## config.mk

```make
export PLATFORM = sky130hd
export DESIGN_NAME = cfg_load_master
export DESIGN_NICKNAME = d
export VERILOG_FILES = /design/src/rtl/cfg_load_pkg.sv /design/src/rtl/cfg_cycle_timer.sv /design/src/rtl/cfg_pin_drv.sv /design/src/rtl/cfg_load_master.sv
export SDC_FILE = /design/constraint.sdc
export NUM_CORES = 1
export LEC_CHECK = 0
export ABC_CLOCK_PERIOD_IN_PS = 6180
export CAP_MARGIN = 10
export CORE_MARGIN = 3
export CORE_UTILIZATION = 60
export CTS_BUF_LIST = sky130_fd_sc_hd__clkbuf_8
export DETAILED_ROUTE_END_ITERATION = 12
export PLACE_DENSITY_LB_ADDON = 0.05
export SLEW_MARGIN = 10
export SYNTH_ARGS = -nofsm -noshare
export SYNTH_HDL_FRONTEND = slang
export SYNTH_SLANG_ARGS = --single-unit
```

## constraint.sdc

```tcl
create_clock -name clk_i -period 6.18 [get_ports clk_i]
set_clock_uncertainty 0.2 [all_clocks]
set_input_delay 0.927 -clock clk_i [delete_from_list [all_inputs] [get_ports clk_i]]
set_output_delay 0.927 -clock clk_i [all_outputs]
set_load 0.005 [all_outputs]
```

## src/rtl/cfg_load_pkg.sv

```systemverilog
package cfg_load_pkg;

  typedef enum logic [3:0] {
    ST_IDLE,
    ST_PROG,
    ST_WAIT,
    ST_SETUP,
    ST_FETCH,
    ST_PUT,
    ST_LOW,
    ST_HIGH,
    ST_CS_OFF,
    ST_WR_OFF,
    ST_DCLK,
    ST_OK,
    ST_FAIL
  } ld_state_e;

  function automatic int unsigned ceil_div(input int unsigned num, input int unsigned den);
    return (num + den - 1) / den;
  endfunction

endpackage

```

## src/rtl/cfg_cycle_timer.sv

```systemverilog
module cfg_cycle_timer #(
  parameter int unsigned LIMIT = 4
) (
  input  logic clk_i,
  input  logic rst_ni,
  input  logic en_i,
  output logic hit_o
);
  localparam int unsigned W = (LIMIT > 1) ? $clog2(LIMIT) : 1;
  localparam logic [W-1:0] LAST = W'(LIMIT - 1);

  logic [W-1:0] cnt_q;

  assign hit_o = en_i && (cnt_q == LAST);

  // Clears while disabled, wraps on hit so it can also act as a phase divider.
  always_ff @(posedge clk_i or negedge rst_ni) begin
    if (!rst_ni)     cnt_q <= '0;
    else if (!en_i)  cnt_q <= '0;
    else if (hit_o)  cnt_q <= '0;
    else             cnt_q <= cnt_q + 1'b1;
  end
endmodule

```

## src/rtl/cfg_pin_drv.sv

```systemverilog
module cfg_pin_drv
  import cfg_load_pkg::*;
(
  input  logic      clk_i,
  input  logic      rst_ni,
  input  ld_state_e state_q_i,
  input  ld_state_e state_d_i,
  input  logic      tick_i,
  output logic      prog_o,
  output logic      cs_o,
  output logic      wr_o,
  output logic      cclk_o,
  output logic      abort_o,
  output logic      busy_o
);
  logic prog_d, cs_d, wr_d, cclk_d, abort_d, busy_d;

  always_comb begin
    prog_d  = (state_d_i == ST_PROG);
    cs_d    = state_d_i inside {ST_SETUP, ST_FETCH, ST_PUT, ST_LOW, ST_HIGH};
    wr_d    = cs_d || (state_d_i == ST_CS_OFF);
    abort_d = (state_d_i == ST_FAIL);
    busy_d  = (state_d_i != ST_IDLE);
    unique case (state_d_i)
      ST_IDLE, ST_FAIL, ST_LOW: cclk_d = 1'b0;
      ST_OK:                    cclk_d = cclk_o;
      ST_DCLK: begin
        if (state_q_i != ST_DCLK) cclk_d = 1'b1;
        else if (tick_i)          cclk_d = ~cclk_o;
        else                      cclk_d = cclk_o;
      end
      default:                  cclk_d = 1'b1;
    endcase
  end

  // All target pins leave a flop so they never glitch on state decode.
  always_ff @(posedge clk_i or negedge rst_ni) begin
    if (!rst_ni) begin
      prog_o  <= 1'b0;
      cs_o    <= 1'b0;
      wr_o    <= 1'b0;
      cclk_o  <= 1'b0;
      abort_o <= 1'b0;
      busy_o  <= 1'b0;
    end else begin
      prog_o  <= prog_d;
      cs_o    <= cs_d;
      wr_o    <= wr_d;
      cclk_o  <= cclk_d;
      abort_o <= abort_d;
      busy_o  <= busy_d;
    end
  end
endmodule

```

## src/rtl/cfg_load_master.sv

```systemverilog
module cfg_load_master
  import cfg_load_pkg::*;
#(
  parameter int unsigned CLK_FREQ_HZ = 100_000_000,
  parameter int unsigned CCLK_MAX_HZ = 50_000_000,
  parameter int unsigned TIMEOUT_MS  = 10,
  parameter int unsigned PROG_CYC    = 64,
  parameter int unsigned CNT_W       = 24,
  parameter bit          CHECK_BUSY  = 1'b1
) (
  input  logic             clk_i,
  input  logic             rst_ni,
  input  logic             start_i,
  input  logic [CNT_W-1:0] len_i,
  input  logic [7:0]       s_data_i,
  input  logic             s_valid_i,
  output logic             s_ready_o,
  output logic             tgt_prog_o,
  output logic             tgt_cs_o,
  output logic             tgt_wr_o,
  output logic             tgt_cclk_o,
  output logic [7:0]       tgt_data_o,
  input  logic             tgt_init_i,
  input  logic             tgt_busy_i,
  input  logic             tgt_done_i,
  output logic             busy_o,
  output logic             done_o,
  output logic             error_o,
  output logic             abort_o
);
  localparam int unsigned HALF_RAW = ceil_div(CLK_FREQ_HZ, 2 * CCLK_MAX_HZ);
  localparam int unsigned HALF_CYC = (HALF_RAW < 1) ? 1 : HALF_RAW;
  localparam int unsigned TMO_RAW  = (CLK_FREQ_HZ / 1000) * TIMEOUT_MS;
  localparam int unsigned TMO_CYC  = (TMO_RAW < 1) ? 1 : TMO_RAW;
  localparam int unsigned PRG_CYC  = (PROG_CYC < 1) ? 1 : PROG_CYC;

  ld_state_e        state_q, state_d;
  logic [CNT_W-1:0] rem_q;
  logic [7:0]       data_q;
  logic             stall_q, done_q, error_q;
  logic             prog_hit, half_tick, tmo_hit;
  logic             prog_en, half_en, wait_en;
  logic             take;

  assign prog_en = (state_q == ST_PROG);
  assign half_en = state_q inside {ST_PUT, ST_LOW, ST_HIGH, ST_DCLK};
  assign wait_en = (state_q == ST_WAIT) || (state_q == ST_DCLK) ||
                   (stall_q && (state_q inside {ST_LOW, ST_HIGH}));

  cfg_cycle_timer #(.LIMIT(PRG_CYC)) i_prog_tmr (
    .clk_i (clk_i), .rst_ni(rst_ni), .en_i(prog_en), .hit_o(prog_hit));

  cfg_cycle_timer #(.LIMIT(HALF_CYC)) i_half_tmr (
    .clk_i (clk_i), .rst_ni(rst_ni), .en_i(half_en), .hit_o(half_tick));

  cfg_cycle_timer #(.LIMIT(TMO_CYC)) i_wait_tmr (
    .clk_i (clk_i), .rst_ni(rst_ni), .en_i(wait_en), .hit_o(tmo_hit));

  assign s_ready_o = (state_q == ST_FETCH);
  assign take      = s_ready_o && s_valid_i;

  always_comb begin
    state_d = state_q;
    unique case (state_q)
      ST_IDLE:   if (start_i) state_d = ST_PROG;
      ST_PROG:   if (prog_hit) state_d = ST_WAIT;
      ST_WAIT: begin
        if (tgt_init_i && !tgt_busy_i) state_d = ST_SETUP;
        else if (tmo_hit)              state_d = ST_FAIL;
      end
      ST_SETUP:  state_d = (rem_q == '0) ? ST_CS_OFF : ST_FETCH;
      ST_FETCH:  if (s_valid_i) state_d = ST_PUT;
      ST_PUT:    if (half_tick) state_d = ST_LOW;
      ST_LOW: begin
        if (tmo_hit)        state_d = ST_FAIL;
        else if (half_tick) state_d = ST_HIGH;
      end
      ST_HIGH: begin
        if (tmo_hit) state_d = ST_FAIL;
        else if (half_tick) begin
          if (CHECK_BUSY && tgt_busy_i) state_d = ST_LOW;
          else if (rem_q == '0)         state_d = ST_CS_OFF;
          else                          state_d = ST_FETCH;
        end
      end
      ST_CS_OFF: state_d = ST_WR_OFF;
      ST_WR_OFF: state_d = ST_DCLK;
      ST_DCLK: begin
        if (tgt_done_i)   state_d = ST_OK;
        else if (tmo_hit) state_d = ST_FAIL;
      end
      ST_OK, ST_FAIL: state_d = ST_IDLE;
      default:   state_d = ST_IDLE;
    endcase
  end

  always_ff @(posedge clk_i or negedge rst_ni) begin
    if (!rst_ni) begin
      state_q <= ST_IDLE;
      rem_q   <= '0;
      data_q  <= '0;
      stall_q <= 1'b0;
      done_q  <= 1'b0;
      error_q <= 1'b0;
    end else begin
      state_q <= state_d;
      if (state_q == ST_IDLE && start_i) begin
        rem_q   <= len_i;
        done_q  <= 1'b0;
        error_q <= 1'b0;
      end else if (take) begin
        rem_q  <= rem_q - 1'b1;
        data_q <= s_data_i;
      end
      if (state_q == ST_HIGH && half_tick) stall_q <= CHECK_BUSY && tgt_busy_i;
      else if (state_q == ST_IDLE)         stall_q <= 1'b0;
      if (state_d == ST_OK)   done_q  <= 1'b1;
      if (state_d == ST_FAIL) error_q <= 1'b1;
    end
  end

  assign tgt_data_o = data_q;
  assign done_o     = done_q;
  assign error_o    = error_q;

  cfg_pin_drv i_pin_drv (
    .clk_i    (clk_i),
    .rst_ni   (rst_ni),
    .state_q_i(state_q),
    .state_d_i(state_d),
    .tick_i   (half_tick),
    .prog_o   (tgt_prog_o),
    .cs_o     (tgt_cs_o),
    .wr_o     (tgt_wr_o),
    .cclk_o   (tgt_cclk_o),
    .abort_o  (abort_o),
    .busy_o   (busy_o)
  );
endmodule

```

==> results by group <==
Status
  – Outcome: completed

Die
  – Height of the die: 85.31 µm
  – Initial Util: 62.99%
  – Row cnt: 28
  – I/O pin cnt: 56
  – Placeable core area: 5991 µm²
  – Die X: 85.31 µm
  – Die area: 7277 µm²

Place
  – Post-DP HPWL: 5956 µm
  – Worst slack at placement: 2.541 ns
  – PortBufs: 55
  – Routability cong.: 0.9382
  – DP Cell Count: 530

Clocking
  – Maximum clock insertion buffer count: 2
  – Clock latency on the worst-skew pair: 0.35 ns
  – Post-CTS Resized: 0
  – Clk pin slew, worst setup/hold paths: 0.07 ns
  – H-Tree Depth: 3
  – Inserted Clock Buffers: 9
  – Setup Buffers After CTS: 0
  – Root buffer cell: clkbuf_8
  – Hold-fix buffers, CTS: 0
  – CTS tree: built
  – Clock sink count: 72

Setup path
  – Max incr delay on CP: 0.69 ns
  – Crit Path Class: in -> reg
  – R2R cell count: 6
  – Kind of start point of the critical path: input port
  – CP bufs+invs: 1
  – Crit path arrival time: 3.27 ns
  – Crit Path Max Fanout: 25
  – Slowest-stage cell, CP: nor4_1
  – Worst-path cell chain: clkdlybuf4s50_1, nand3_1, nor4_1, nand2b_1, o211ai_1, o311ai_1
  – Worst EP required: 6.19 ns
  – Crit. path cell count: 6
  – Flop2flop setup slack: 3.00 ns
  – CP top delay family: simple AND/OR/NAND/NOR gates
  – CP Capture Type: flip-flop

Route
  – Antenna viol nets, final: 0
  – Post-route DRC: 0
  – DR vias: 3293
  – Number of DRC markers in iteration 0: 217
  – Vias/cell: 6.031
  – Total Wirelength: 8658 µm
  – Mean routed wirelength per cell: 15.86 µm
  – TritonRoute pass-1 iters: 5

STA
  – Setup violators final: 0
  – Rel. slew slack: 31.58%
  – Final WS setup: 2.929 ns
  – Minimum hold slack: 0.2738 ns
  – Period utilization: 52.61%
  – Fin. max-slew vios: 0
  – Min Clock Period, post-route: 3.251 ns
  – Worst-Margin Slew: 1.021 ns
  – Final setup TNS: 0 ns
  – RSZ-0062 raised after global routing: false
  – Max Fclk: 307.6 MHz
  – Count of final hold-check violations: 0

Final layout
  – Core Util, Final: 75.94%
  – Fraction of layout cells with a size suffix above 1: 6.582%
  – FILL cells: 445
  – Most common cell after layout, fill and taps aside: nand2_1
  – Commonest non-fill, non-tap cells in the layout: nand2_1, dfrtp_1, clkdlybuf4s50_1
  – Non-filler instance count after layout: 546
  – Nets: 509
  – Area Growth Syn to Fin: 20.56%
  – Diodes inserted: 0

GRT
  – First-pass GRT wire length: 14770 µm
  – Vias in the first global route: 3173
  – Largest net degree at the start of global routing: 73
  – Initial antenna violation count: 0
  – Overflow after GRT: 0
  – All-Layer GR Usage: 25.19%

Power and ir drop
  – Power Density: 344.0 nW/µm²
  – VDD IR-drop max: 0.2662 mV
  – Pleak: 1.957 nW

Flow run
  – Max-cap violations: 0

Synth
  – Post-synth cell types: 63
  – Top FF cell, synth: dfrtp_1
  – Post-synth EDFFs: 0
  – Mapped Nets: 456
  – Post-Synthesis Cells: 413
  – Seq/Total Area, Yosys: 47.75%
  – Yosys warning total: 0
  – Synthesized area: 3774 µm²
  – Syn_area_per_cell: 9.137 µm²
  – Yosys reg bits: 72
  – Share of flip-flops with an asynchronous set or reset: 100.0%

Hold path
  – Min-Delay Path Class: reg -> reg
  – Min-Delay Path Depth: 2
## registers in the layout, summed over array words and instances (netlist names)
name	flops
i_pin_drv.cclk_o	1
rem_q	24
i_pin_drv.prog_o	1
i_half_tmr.cnt_q	1
i_pin_drv.abort_o	1
error_o	1
done_o	1
tgt_data_o	8
i_wait_tmr.cnt_q	20
i_pin_drv.cs_o	1
state_q	4
i_pin_drv.busy_o	1
i_prog_tmr.cnt_q	6
i_pin_drv.wr_o	1
stall_q	1
## synthesized netlist by cell type, types with 2 or more instances
| master | count | area [µm²] |
|---|---|---|
| buf_2 | 3 | 15.01 |
| dfrtp_1 | 72 | 1802 |
| or2_1 | 2 | 12.51 |
| nor3_1 | 14 | 70.07 |
| o311ai_0 | 8 | 70.07 |
| a21oi_1 | 14 | 70.07 |
| and3_1 | 9 | 56.30 |
| or3_1 | 2 | 12.51 |
| nor4_1 | 6 | 37.54 |
| nand2b_1 | 5 | 31.28 |
| inv_1 | 10 | 37.54 |
| nand3b_1 | 2 | 15.01 |
| a32oi_1 | 3 | 26.28 |
| o21ai_1 | 2 | 10.01 |
| xnor2_1 | 8 | 70.07 |
| o211ai_1 | 10 | 75.07 |
| nand3_1 | 21 | 105.1 |
| and2_1 | 3 | 18.77 |
| a22oi_1 | 2 | 15.01 |
| clkbuf_1 | 9 | 33.78 |
| nand2_1 | 75 | 281.5 |
| xor2_1 | 13 | 113.9 |
| or4_1 | 6 | 45.04 |
| nor2_1 | 48 | 180.2 |
| ha_1 | 4 | 50.05 |
| nor2b_1 | 2 | 12.51 |
| and2b_1 | 2 | 15.01 |
| buf_4 | 2 | 15.01 |
| a221o_1 | 3 | 30.03 |
| o21ai_0 | 13 | 65.06 |
| nand4_1 | 4 | 25.02 |
| o221ai_1 | 2 | 17.52 |
| nor4b_1 | 3 | 26.28 |
| and3b_1 | 2 | 17.52 |
## logic make-up (layout without fill, tap and decap cells)
group                      after synthesis  after routing  synth area share (%)
muxes                                    1              1                0.2653
buffers and inverters                   24             82                 2.685
other                                    1              1               0.09937
DFF                                     72             72                 47.75
xor gates and xnor gates                21             21                 4.874
AOI/OAI and AO/OA                       72             72                 13.53
adders and majority gates                4              4                 1.326
and+or+nand+nor                        218            218                 29.48
## through the flow
step	total power, mW	instance area, µm²
finish	1.565	4549
global route	1.661	4549
CTS	1.561	4549
detailed placement	1.201	4357
global placement	1.176	4357
floorplan	1.027	3774
## area by class of cell
type	count	area, µm²	area share, %
multi-input combinational	317	1871	41.12
clock inverter	4	27.53	0.6051
timing repair buffer	56	553.0	12.16
tap	75	93.84	2.063
sequential	72	1802	39.60
inverter	10	37.54	0.8251
clock buffer	12	165.2	3.630
## final timing paths
path                                            from                             end
min reg2reg                tgt_data_o[6]$_DFFE_PN0P_       tgt_data_o[6]$_DFFE_PN0P_
max reg2reg                     state_q[2]$_DFF_PN0_           rem_q[23]$_DFFE_PN0P_
min                        tgt_data_o[6]$_DFFE_PN0P_       tgt_data_o[6]$_DFFE_PN0P_
min in group asynchronous                     rst_ni  i_wait_tmr.cnt_q[11]$_DFF_PN0_
max in group asynchronous                     rst_ni            rem_q[3]$_DFFE_PN0P_
max                                        s_valid_i           rem_q[23]$_DFFE_PN0P_
## worst min-delay path, cell delays in order, from the launching register on
cell	delay (ns)
dfrtp_1	0.34
nand2_1	0.05
nand2_1	0.06
## power breakdown
| part | total, mW | switching [mW] | internal [mW] |
|---|---|---|---|
| clock network | 0.363 | 0.184 | 0.179 |
| logic | 0.484 | 0.263 | 0.221 |
| registers | 0.718 | 0.133 | 0.585 |
| total | 1.56 | 0.580 | 0.985 |
## routing by layer
layer	GRT usage, %	vias to the layer above	share of wire (%)
met5	0	-	0
met4	9.784	0	1.8
met3	3.592	18	5.7
met2	40.32	118	48
met1	34.77	1577	45
li1	-	1580	-
No activity file was read; power rests on OpenSTA's default activity.
